$ cat src/rtl/adc_frame_pkg.sv
package adc_frame_pkg;

  // Kind of frame that the control unit is currently running.
  typedef enum logic [1:0] {
    KIND_READ  = 2'd0,
    KIND_DUMMY = 2'd1,
    KIND_SLEEP = 2'd2
  } frameKind_t;

  // Strobes passed from the control unit to the datapath.
  typedef struct packed {
    logic clear;   // empty the shift register at frame start
    logic shift;   // capture sdata on this rising sclk
    logic emit;    // publish the result of a read frame
  } dpStrobe_t;

endpackage

$ cat src/rtl/adc_frame_ctl.sv
module adc_frame_ctl
  import adc_frame_pkg::*;
#(
  parameter int DIV_W       = 8,
  parameter int QUIET_W     = 8,
  parameter int FRAME_EDGES = 16,
  parameter int SLEEP_EDGES = 8
) (
  input  logic               clk,
  input  logic               rstN,
  input  logic               readReq,
  input  logic               sleepReq,
  input  logic               wakeReq,
  input  logic [DIV_W-1:0]   divHalf,
  input  logic [QUIET_W-1:0] quietCycles,
  output logic               csN,
  output logic               sclk,
  output logic               convAwake,
  output dpStrobe_t          strobe
);

  localparam int EDGE_W = $clog2(FRAME_EDGES + 1);
  localparam logic [EDGE_W-1:0] FULL_TARGET  = EDGE_W'(FRAME_EDGES);
  localparam logic [EDGE_W-1:0] SHORT_TARGET = EDGE_W'(SLEEP_EDGES);

  typedef enum logic [1:0] {ST_IDLE, ST_FRAME, ST_QUIET} ctlState_t;

  ctlState_t          state;
  frameKind_t         kind;
  logic               csNReg;
  logic               sclkReg;
  logic               awakeReg;
  logic [DIV_W-1:0]   phaseCnt;
  logic [EDGE_W-1:0]  edgeCnt;
  logic [QUIET_W-1:0] quietCnt;
  logic               readPend;
  logic               sleepPend;
  logic               wakePend;

  logic [DIV_W-1:0]   halfLim;
  logic [QUIET_W-1:0] quietLim;
  logic [EDGE_W-1:0]  edgeTarget;
  logic               tick;
  logic               lastFall;
  logic               isIdle;
  logic               needWake;
  logic               launchRead;
  logic               launchSleep;
  logic               launchAny;
  logic               clrRead;
  logic               clrSleep;
  logic               clrWake;

  always_comb begin
    halfLim    = (divHalf == '0) ? '0 : divHalf - 1'b1;
    quietLim   = (quietCycles == '0) ? '0 : quietCycles - 1'b1;
    edgeTarget = (kind == KIND_SLEEP) ? SHORT_TARGET : FULL_TARGET;
    tick       = (state == ST_FRAME) && (phaseCnt >= halfLim);
    lastFall   = tick && sclkReg && (edgeCnt == edgeTarget);
  end

  // Idle decision: a wake dummy frame outranks a read, and a read outranks a sleep.
  always_comb begin
    isIdle      = (state == ST_IDLE);
    needWake    = isIdle && !awakeReg && (readPend || wakePend);
    launchRead  = isIdle && awakeReg && readPend;
    launchSleep = isIdle && awakeReg && !readPend && sleepPend;
    launchAny   = needWake || launchRead || launchSleep;
    clrRead     = launchRead;
    clrWake     = needWake || (isIdle && awakeReg);
    clrSleep    = launchSleep ||
                  (isIdle && !awakeReg && !readPend && !wakePend);
  end

  always_comb begin
    strobe.clear = launchAny;
    strobe.shift = tick && !sclkReg;
    strobe.emit  = lastFall && (kind == KIND_READ);
  end

  always_ff @(posedge clk or negedge rstN) begin
    if (!rstN) begin
      readPend  <= 1'b0;
      sleepPend <= 1'b0;
      wakePend  <= 1'b0;
    end else begin
      readPend  <= (readPend  && !clrRead)  || readReq;
      sleepPend <= (sleepPend && !clrSleep) || sleepReq;
      wakePend  <= (wakePend  && !clrWake)  || wakeReq;
    end
  end

  always_ff @(posedge clk or negedge rstN) begin
    if (!rstN) begin
      state    <= ST_IDLE;
      kind     <= KIND_READ;
      csNReg   <= 1'b1;
      sclkReg  <= 1'b0;
      awakeReg <= 1'b1;
      phaseCnt <= '0;
      edgeCnt  <= '0;
      quietCnt <= '0;
    end else begin
      unique case (state)
        ST_IDLE: begin
          if (launchAny) begin
            if (needWake)        kind <= KIND_DUMMY;
            else if (launchRead) kind <= KIND_READ;
            else                 kind <= KIND_SLEEP;
            csNReg   <= 1'b0;
            phaseCnt <= '0;
            edgeCnt  <= '0;
            state    <= ST_FRAME;
          end
        end
        ST_FRAME: begin
          if (tick) begin
            phaseCnt <= '0;
            if (lastFall) begin
              sclkReg  <= 1'b0;
              csNReg   <= 1'b1;
              quietCnt <= '0;
              state    <= ST_QUIET;
              if (kind == KIND_SLEEP)      awakeReg <= 1'b0;
              else if (kind == KIND_DUMMY) awakeReg <= 1'b1;
            end else begin
              sclkReg <= !sclkReg;
              if (!sclkReg) edgeCnt <= edgeCnt + 1'b1;
            end
          end else begin
            phaseCnt <= phaseCnt + 1'b1;
          end
        end
        ST_QUIET: begin
          if (quietCnt >= quietLim) state <= ST_IDLE;
          else                      quietCnt <= quietCnt + 1'b1;
        end
        default: state <= ST_IDLE;
      endcase
    end
  end

  assign csN       = csNReg;
  assign sclk      = sclkReg;
  assign convAwake = awakeReg;

endmodule

$ cat src/rtl/adc_frame_dp.sv
module adc_frame_dp
  import adc_frame_pkg::*;
#(
  parameter int LEAD_BITS = 4,
  parameter int DATA_BITS = 12,
  parameter int OUT_W     = 16
) (
  input  logic             clk,
  input  logic             rstN,
  input  dpStrobe_t        strobe,
  input  logic             sdata,
  output logic [OUT_W-1:0] sampleData,
  output logic             sampleValid,
  output logic             frameErr
);

  localparam int FRAME_BITS = LEAD_BITS + DATA_BITS;
  localparam int EXT_BITS   = OUT_W - DATA_BITS;

  logic [FRAME_BITS-1:0] shiftReg;
  logic [OUT_W-1:0]      extended;
  logic                  leadBad;

  always_comb begin
    extended = {{EXT_BITS{shiftReg[DATA_BITS-1]}}, shiftReg[DATA_BITS-1:0]};
    leadBad  = |shiftReg[FRAME_BITS-1:DATA_BITS];
  end

  always_ff @(posedge clk or negedge rstN) begin
    if (!rstN) begin
      shiftReg <= '0;
    end else if (strobe.clear) begin
      shiftReg <= '0;
    end else if (strobe.shift) begin
      shiftReg <= {shiftReg[FRAME_BITS-2:0], sdata};
    end
  end

  always_ff @(posedge clk or negedge rstN) begin
    if (!rstN) begin
      sampleData  <= '0;
      sampleValid <= 1'b0;
      frameErr    <= 1'b0;
    end else begin
      sampleValid <= strobe.emit;
      frameErr    <= strobe.emit && leadBad;
      if (strobe.emit) sampleData <= extended;
    end
  end

endmodule

$ cat src/rtl/adc_frame_rd.sv
module adc_frame_rd
  import adc_frame_pkg::*;
#(
  parameter int DIV_W       = 8,
  parameter int QUIET_W     = 8,
  parameter int LEAD_BITS   = 4,
  parameter int DATA_BITS   = 12,
  parameter int OUT_W       = 16,
  parameter int SLEEP_EDGES = 8
) (
  input  logic               clk,
  input  logic               rstN,
  input  logic               readReq,
  input  logic               sleepReq,
  input  logic               wakeReq,
  input  logic [DIV_W-1:0]   divHalf,
  input  logic [QUIET_W-1:0] quietCycles,
  input  logic               sdata,
  output logic               csN,
  output logic               sclk,
  output logic [OUT_W-1:0]   sampleData,
  output logic               sampleValid,
  output logic               frameErr,
  output logic               convAwake
);

  localparam int FRAME_EDGES = LEAD_BITS + DATA_BITS;

  dpStrobe_t strobe;

  adc_frame_ctl #(
    .DIV_W      (DIV_W),
    .QUIET_W    (QUIET_W),
    .FRAME_EDGES(FRAME_EDGES),
    .SLEEP_EDGES(SLEEP_EDGES)
  ) u_ctl (
    .clk        (clk),
    .rstN       (rstN),
    .readReq    (readReq),
    .sleepReq   (sleepReq),
    .wakeReq    (wakeReq),
    .divHalf    (divHalf),
    .quietCycles(quietCycles),
    .csN        (csN),
    .sclk       (sclk),
    .convAwake  (convAwake),
    .strobe     (strobe)
  );

  adc_frame_dp #(
    .LEAD_BITS(LEAD_BITS),
    .DATA_BITS(DATA_BITS),
    .OUT_W    (OUT_W)
  ) u_dp (
    .clk        (clk),
    .rstN       (rstN),
    .strobe     (strobe),
    .sdata      (sdata),
    .sampleData (sampleData),
    .sampleValid(sampleValid),
    .frameErr   (frameErr)
  );

endmodule

$ cat config.mk
export PLATFORM = sky130hd
export DESIGN_NAME = adc_frame_rd
export DESIGN_NICKNAME = d
export VERILOG_FILES = /design/src/rtl/adc_frame_pkg.sv /design/src/rtl/adc_frame_ctl.sv /design/src/rtl/adc_frame_dp.sv /design/src/rtl/adc_frame_rd.sv
export SDC_FILE = /design/constraint.sdc
export NUM_CORES = 1
export LEC_CHECK = 0
export BUFFER_PORTS_ARGS = -buffer_cell sky130_fd_sc_hd__buf_2
export CORE_UTILIZATION = 35
export CTS_BUF_LIST = sky130_fd_sc_hd__clkbuf_2 sky130_fd_sc_hd__clkbuf_4 sky130_fd_sc_hd__clkbuf_8
export CTS_CLUSTER_DIAMETER = 100
export CTS_CLUSTER_SIZE = 20
export DETAILED_ROUTE_END_ITERATION = 8
export PLACE_DENSITY = 0.62
export SKIP_LAST_GASP = 1
export SLEW_MARGIN = 0
export SYNTH_ARGS = -nofsm -noshare
export SYNTH_HDL_FRONTEND = slang
export SYNTH_HIERARCHICAL = 1
export SYNTH_SLANG_ARGS = --single-unit
$ cat constraint.sdc
create_clock -name clk -period 4.5 [get_ports clk]
set_input_delay 0.225 -clock clk [delete_from_list [all_inputs] [get_ports clk]]
set_output_delay 0.225 -clock clk [all_outputs]
set_load 0.01 [all_outputs]
---- Word level (Yosys, flattened, before mapping) ----
Cells that the tools add are included.
operators by class
  add/sub/neg operators ................... 5
  magnitude comparators ................... 2
  equality and inequality tests ........... 12
  multiplexer cells ....................... 31
  reduce and logical (&&, ||, !) cells .... 49
operator list
  operator               number
  $mux W8                7
  $mux W16               2
  $pmux W8 S2            2
  $mux W5                5
  $logic_and A1 B1 Y1    17
  $add A8 B1 Y8 const B  2
  $ge A8 B8 Y1           2
  $logic_not A8 Y1       2
  $reduce_and A4 Y1      4
  $sub A8 B1 Y8 const B  2
  $mux W2                6
  $pmux W5 S2            1
  $logic_or A1 B1 Y1     8
  $ne A2 B2 Y1 const B   4
  $reduce_bool A2 Y1     4
  $logic_not A1 Y1       7
  $mux W1                6
  $ne A2 B1 Y1 const B   3
  $pmux W2 S3            1
  $reduce_and A2 Y1      3
  $add A5 B1 Y5 const B  1
  $eq A5 B5 Y1           1
  $reduce_and A5 Y1      1
  $eq A2 B1 Y1 const B   2
  other kinds (4)        6
storage, ports and cells
  flip-flop bits (word level) ............. 61
  output and inout port bits .............. 21
  word-level logic and storage cells ...... 114

---- Depth between registers and ports, before layout ----
Gate-level depths: netlist of run 1.
  word-level depth ........................ 9
  gate-level depth with buffers ........... 14

---- Hierarchy ----
The synthesis of run 1 kept the hierarchy.
by module, submodules not included
  module         instances  cells an instance  area each (µm²)
  adc_frame_ctl  1          251                2,275.9
  adc_frame_dp   1          84                 1,199.9

---- Worst setup path after synthesis of run 1 ----
No wires, ideal clock.
  path type ............................... input-to-reg
  from .................................... in divHalf[4]
  to ...................................... reg u_dp.sampleData[0]
  arrival time ............................ 3.025 ns
  required time ........................... 4.375 ns
  setup slack ............................. 1.350 ns
  stages .................................. 12
  cells stage by stage .................... nor4_1 -> nand2_1 -> or3_1 -> and2_1 -> ha_1 -> nand2b_4 -> a2111o_1 -> a21oi_4 -> nor2_1 -> and2_1 -> buf_6 -> mux2_2
RTL lines
  element                 line                RTL
  start: declaration      adc_frame_rd.sv:16  input logic [DIV_W-1:0] divHalf,
  end signal: assignment  adc_frame_dp.sv:47  if (strobe.emit) sampleData <= extended;
  end: declaration        adc_frame_dp.sv:12  output logic [OUT_W-1:0] sampleData,

==> impl_metrics.tcl, run 1 <==
set metrics [dict create \
    core_um2 9680 \
    dpl.hpwl_mm 4.55 \
    multi_input_area_um2 1770 \
    status "complete, no violations" \
    port_buffers 42 \
    relSlewSlack 0.471 \
    syn-num-nets 381 \
    finClkSkew_ns 0.0100 \
    period_minus_slack_ns 3.29 \
    via_count 2524 \
    synth.most_common_cell "dfrtp_1" \
    worst_pin_slew_ns 0.792 \
    routed_wl_mm 6.42 \
    critPathMostFrequentCell "and2_1" \
    post_cts_resized 0 \
    finalPower_mw 1.70 \
    cts_made_buffers 9 \
    switchingPower_mw 0.550 \
    cts_setup_buffers 0 \
    grt_overflow 0 \
    grt_pass1_vias 2458 \
    syn_area_um2 3480 \
    htree_levels 3 \
    slew_viol_final 0 \
    clock_sinks 61 \
    die_x_um 102 \
    critPathLaunchType "input port" \
    ctsHoldBuffers 0 \
    top_level_ports 43 \
    use_met2 0.218 \
    setup-tns-final_ns 0 \
    arrival_ns 3.52 \
    p_comb_frac 0.254 \
    fillers 948 \
    period_share 0.732 \
    ys_async_sr_fraction 1.00 \
    rsz0062_at_grt "false" \
    yosysWarnings 6 \
    max_stage_delay_ns 0.47 \
    path_buf_inv 1 \
    cts_buffer_depth 2 \
    synth_commonest_cells "dfrtp_1, ha_1, nand2_1, nor2_1, mux2i_1" \
    clk_latency_ns 0.34 \
    intPower_mw 1.15 \
    antenna_left 0 \
    drt_iter0_markers 82 \
    cp_cell_sequence "buf_2 -> nor4_1 -> nand2_1 -> or3_1 -> and2_1 -> ha_1 -> nand2b_4 -> a2111o_1 -> a21oi_4 -> nor2_1 -> and2_1 -> mux2_2" \
    rows 36 \
    cts_root_buf "clkbuf_8" \
    finalSetupViolCount 0 \
    synth.avg_cell_area_um2 10.4 \
    synth_area_leader_cell "dfrtp_1" \
    detail_route.wl_per_cell_um 12.4 \
    antenna_found_initial 0 \
    switching_share 0.324 \
    drc_errors 0 \
    worstPathMaxFanout 14 \
    grt_usage 0.138 \
    path_class "input port to register" \
    worst_path_max_delay_cell "a2111o_1" \
    grtUsageMet3 0.0373 \
    p_per_area_nw_per_um2 425 \
    vdd_ir_drop_max_uv 174 \
    dieArea_um2 10300 \
    cts_tree "done" \
    use_met1 0.176 \
    drtPass1Iterations 4 \
    grt_busiest_layer "met2" \
    die_h_um 102 \
    max_freq_mhz 304 \
    area_growth_pct 14.8 \
    vias_per_cell 4.89 \
    ys_seq_elements 61 \
    cp.required_ns 4.72 \
    path_delay_family "simple AND/OR/NAND/NOR gates" \
    pwr-share-clk 0.322 \
    grt_pass1_wl_mm 11.2 \
    ys_seq_area_frac 0.440 \
    seqPwrFrac 0.424 \
    drive_above_1_share 0.217 \
    crit_path_end_kind "register" \
    antenna_cells 0 \
    syn_inst 335 \
    grt_max_degree 62 \
    path_clk_slew_ns 0.08 \
    synth_area_leaders "dfrtp_1, ha_1, mux2i_1" \
    gp_congestion 0.756 \
    maxCapViolCount 0 \
    final_hold_viol_count 0 \
    fin_nets 424 \
    start_util 0.359 \
    hold_path.class "input port to asynchronous set/reset pin" \
    ys_types 52 \
    synth-edff-count 0 \
    regArea_um2 1530 \
    ys.flop_type "dfrtp_1" \
    p_leak_nw 1.95 \
    synth_top_area_frac 0.425 \
]
worst paths after layout:
path	startpoint	endpoint	slack (ns)	cells past startpoint
worst min register to register	u_ctl/kind[0]$_DFFE_PN0P_	u_ctl/kind[0]$_DFFE_PN0P_	0.50	1
worst max-delay path	divHalf[4]	u_dp/sampleData[10]$_DFFE_PN0P_	1.21	12
worst min-delay path	rstN	u_dp/shiftReg[7]$_DFFE_PN0P_	0.04	2
max in group asynchronous	rstN	u_ctl/phaseCnt[3]$_DFFE_PN0P_	3.95	2
min in group clk	readReq	u_ctl/readPend$_DFF_PN0_	0.06	2
worst max register to register	u_ctl/phaseCnt[5]$_DFFE_PN0P_	u_dp/sampleData[10]$_DFFE_PN0P_	1.73	7
layer usage:
layer	wire, µm	vias up
met5	0	-
met4	104	0
met3	195	10
met2	2930	21
met1	3190	1217
li1	-	1276
through the flow:
stage / hold WS, ns / util / instance area [µm²] / std cells / worst slack, ns
finish: 0.0403 / 0.412 / 3990 / 516 / 1.21
global route: 0.0615 / 0.412 / 3990 / 516 / 0.904
CTS: 0.0604 / 0.412 / 3990 / 516 / 1.20
detailed placement: 0.416 / 0.389 / 3770 / 500 / 0.835
global placement: 0.413 / 0.389 / 3770 / 500 / 0.929
floorplan: -0.0706 / - / 3480 / 335 / 1.35
cell usage in the layout, fill, tap and decap left out, drive strengths merged, types with 3 or more instances in the layout:
cell type,n
nor2,24
mux2i,23
o211ai,4
xor2,5
a31oi,7
nor3,6
clkbuf,9
or4,3
nand3,10
a21oi,15
o21ai,15
inv,22
clkinv,3
mux2,13
a21o,4
nor2b,6
nand2b,12
and2,4
dfrtp,59
or3,5
o31a,4
buf,44
ha,24
nor3b,4
and3,3
nand2,24
flip-flops by register name, indices dropped and copies added, names as in the netlist:
name and flops:
u_dp/shiftReg 16, u_dp/sampleData 12, u_ctl/phaseCnt 8, u_ctl/quietCnt 8, u_ctl/edgeCnt 5, u_ctl/kind 2, u_ctl/state 2, u_ctl/convAwake 1
u_ctl/csN 1, u_ctl/readPend 1, u_ctl/sclk 1, u_ctl/sleepPend 1, u_ctl/wakePend 1, u_dp/frameErr 1, u_dp/sampleValid 1
power by group through the flow:
stage / combinational, mW / sequential (mW) / clock [mW]
2_1_floorplan: 0.361 / 0.706 / 0
3_3_place_gp: 0.417 / 0.727 / 0
3_5_place_dp: 0.432 / 0.731 / 0
4_1_cts: 0.436 / 0.720 / 0.560
5_1_grt: 0.500 / 0.736 / 0.586
6_report: 0.431 / 0.718 / 0.547
area by class of cell:
cell class | instances | area share
Multi-Input combinational cell | 241 | 0.443
Inverter | 21 | 0.0198
Tap cell | 133 | 0.0417
Clock inverter | 7 | 0.0248
Clock buffer | 9 | 0.0310
Sequential cell | 61 | 0.383
Timing Repair Buffer | 44 | 0.0564
cell families after synthesis:
| kind of cell | after synthesis | share of synthesized area |
|---|---|---|
| and+or+nand+nor | 112 | 0.171 |
| AOI/OAI and AO/OA | 62 | 0.123 |
| DFF | 61 | 0.440 |
| muxes | 36 | 0.108 |
| buffers and inverters | 33 | 0.0533 |
| adders and majority gates | 24 | 0.0864 |
| xor gates and xnor gates | 7 | 0.0176 |
Power figures use the tool's default switching activity.
==> run 2, diff against run 1 <==
- clock period: 4.5 -> 3.3 ns (I/O delays scaled with it)
==> run 2 against run 1 <==
Compared with the run above:
- core utilization grew 1.2 points
- first-iteration DRC count up 29%
- sequential share of layout area fell by 1.1 points
- sequential power is 37% higher
- total power grew 42%
- combinational power increased by 45%
- via count is 2.4% higher
- worst hold slack got worse by 0.017 ns
- register-to-register slack got worse by 1.1 ns
- final cell count rose by 1.9%
- count of clock-buffer cells in the layout unchanged
- clock power up 47%
==> impl_metrics.tcl, run 2 (synthesis results as in run 1) <==
set metrics [dict create \
    grt_overflow 0 \
    rsz0062_at_grt "false" \
    maxCapViolCount 0 \
    max_stage_delay_ns 0.47 \
    top_level_ports 43 \
    die_h_um 102 \
    period_share 0.908 \
    start_util 0.359 \
    finClkSkew_ns 0.00728 \
    dpl.hpwl_mm 4.70 \
    status "complete, no violations" \
    cts_tree "done" \
    critPathLaunchType "input port" \
    relSlewSlack 0.422 \
    cts_buffer_depth 2 \
    grt_pass1_vias 2493 \
    vias_per_cell 4.91 \
    antenna_left 0 \
    grt_pass1_wl_mm 11.0 \
    antenna_found_initial 0 \
    layoutNonFillerInstCount 526 \
    finalSetupViolCount 0 \
    grt_max_degree 40 \
    reg_top3 "u_dp/shiftReg (16), u_dp/sampleData (12)" \
    layout_commonest_cell "dfrtp_1" \
    period_minus_slack_ns 3.00 \
    slew_viol_final 0 \
    htree_levels 3 \
    largest_register_ffs 16 \
    worst_path_max_delay_cell "a2111o_1" \
    vdd_ir_drop_max_uv 239 \
    critPathMostFrequentCell "and2_1" \
    drc_errors 0 \
    antenna_cells 0 \
    path_clk_slew_ns 0.07 \
    worst_pin_slew_ns 0.867 \
    dp_slack_ns -0.0707 \
    final_cell_mix "dfrtp_1, buf_2, nand2_1, nor2_1, ha_1" \
    grt_usage 0.136 \
    crit_path_end_kind "register" \
    top_register "u_dp/shiftReg" \
    clock_sinks 61 \
    cts_setup_buffers 0 \
    die_x_um 102 \
    drtPass1Iterations 4 \
    finalPower_mw 2.41 \
    worstPathMaxFanout 14 \
    max_freq_mhz 334 \
    cp.required_ns 3.52 \
    area_growth_pct 18.3 \
    p_leak_nw 2.01 \
    cts_root_buf "clkbuf_8" \
    p_per_area_nw_per_um2 587 \
    path_class "input port to register" \
    final_hold_viol_count 0 \
    fin_nets 434 \
    detail_route.wl_per_cell_um 12.5 \
    cp_cell_sequence "buf_2 -> nor4_1 -> nand2_1 -> or3_1 -> and2_1 -> ha_1 -> nand2b_4 -> a2111o_1 -> a21oi_4 -> nor2_1 -> and2_1 -> mux2_2" \
    via_count 2584 \
    routed_wl_mm 6.57 \
    rows 36 \
    core_um2 9680 \
    port_buffers 42 \
    dieArea_um2 10300 \
    drive_above_1_share 0.229 \
    dp.cells 507 \
    gp_congestion 0.762 \
    cts_made_buffers 9 \
    clk_latency_ns 0.33 \
    whs_ns 0.0238 \
    drt_iter0_markers 106 \
    arrival_ns 3.22 \
    fin_ws_ns 0.303 \
    hold_path.class "input port to register" \
]
-- run 2: cell count changes in the layout (fill, tap and decap cells not counted) --
cell	change
buf_12	+1
clkinv_4	+1
buf_4	+6
inv_6	-1
dlygate4sd3_1	+3
bufinv_16	+1
clkinv_2	-1
-- run 2: power breakdown --
| group | leakage, nW | total, mW | switching [mW] | internal, mW |
|---|---|---|---|---|
| combinational | 1.13 | 0.627 | 0.322 | 0.306 |
| sequential | 0.759 | 0.981 | 0.122 | 0.859 |
| clock | 0.120 | 0.803 | 0.299 | 0.505 |
| total | 2.01 | 2.41 | 0.743 | 1.67 |
-- run 2: per-stage QoR --
step / setup TNS, ns / utilization / area, µm²
final: 0 / 0.424 / 4110
after global routing: 0 / 0.424 / 4110
after detailed placement: -0.732 / 0.396 / 3830
after CTS: 0 / 0.424 / 4110
after floorplan: 0 / - / 3480
after global placement: 0 / 0.396 / 3830
-- run 2: area by class of cell --
| cell class | count | area [µm²] |
|---|---|---|
| clock buffers | 9 | 124 |
| flip-flops and latches | 61 | 1530 |
| multi-input cells | 241 | 1770 |
| repair buffers | 54 | 320 |
| inverters | 21 | 78.8 |
| clock inverters | 7 | 124 |
| well taps | 133 | 166 |
| fillers | 917 | 5570 |
-- run 2: worst paths after layout --
kind	from	endpoint	slack (ns)	cells past startpoint
worst max-delay path	divHalf[4]	u_dp/sampleData[7]$_DFFE_PN0P_	0.30	12
worst max register to register	u_ctl/kind[0]$_DFFE_PN0P_	u_dp/sampleData[7]$_DFFE_PN0P_	0.59	8
min in group asynchronous	rstN	u_ctl/quietCnt[7]$_DFFE_PN0P_	0.49	2
max in group asynchronous	rstN	u_ctl/csN$_DFFE_PN1P_	1.93	3
worst min-delay path	sleepReq	u_ctl/sleepPend$_DFF_PN0_	0.02	2
worst min register to register	u_dp/sampleData[6]$_DFFE_PN0P_	u_dp/sampleData[6]$_DFFE_PN0P_	0.50	1
-- run 2: repair_timing --
item | 4_1_cts | 5_1_grt
endpoints found under the hold margin | 39 | 0
hold buffers | 3 | 0
resized for setup | 0 | 0
-- run 2: critical path: cells and delay by family --
kind                       cells  cell delay, ns
and+or+nand+nor                7            1.65
AOI/OAI and AO/OA              2            0.63
muxes                          1            0.36
adders and majority gates      1            0.27
buffers and inverters          1            0.12
-- run 2: per-layer routing --
metal | global-route usage | up-vias | wire length (µm)
met5 | 0 | - | 0
met4 | 0.0580 | 0 | 103
met3 | 0.0386 | 8 | 256
met2 | 0.220 | 35 | 3060
met1 | 0.169 | 1239 | 3150
li1 | - | 1302 | -
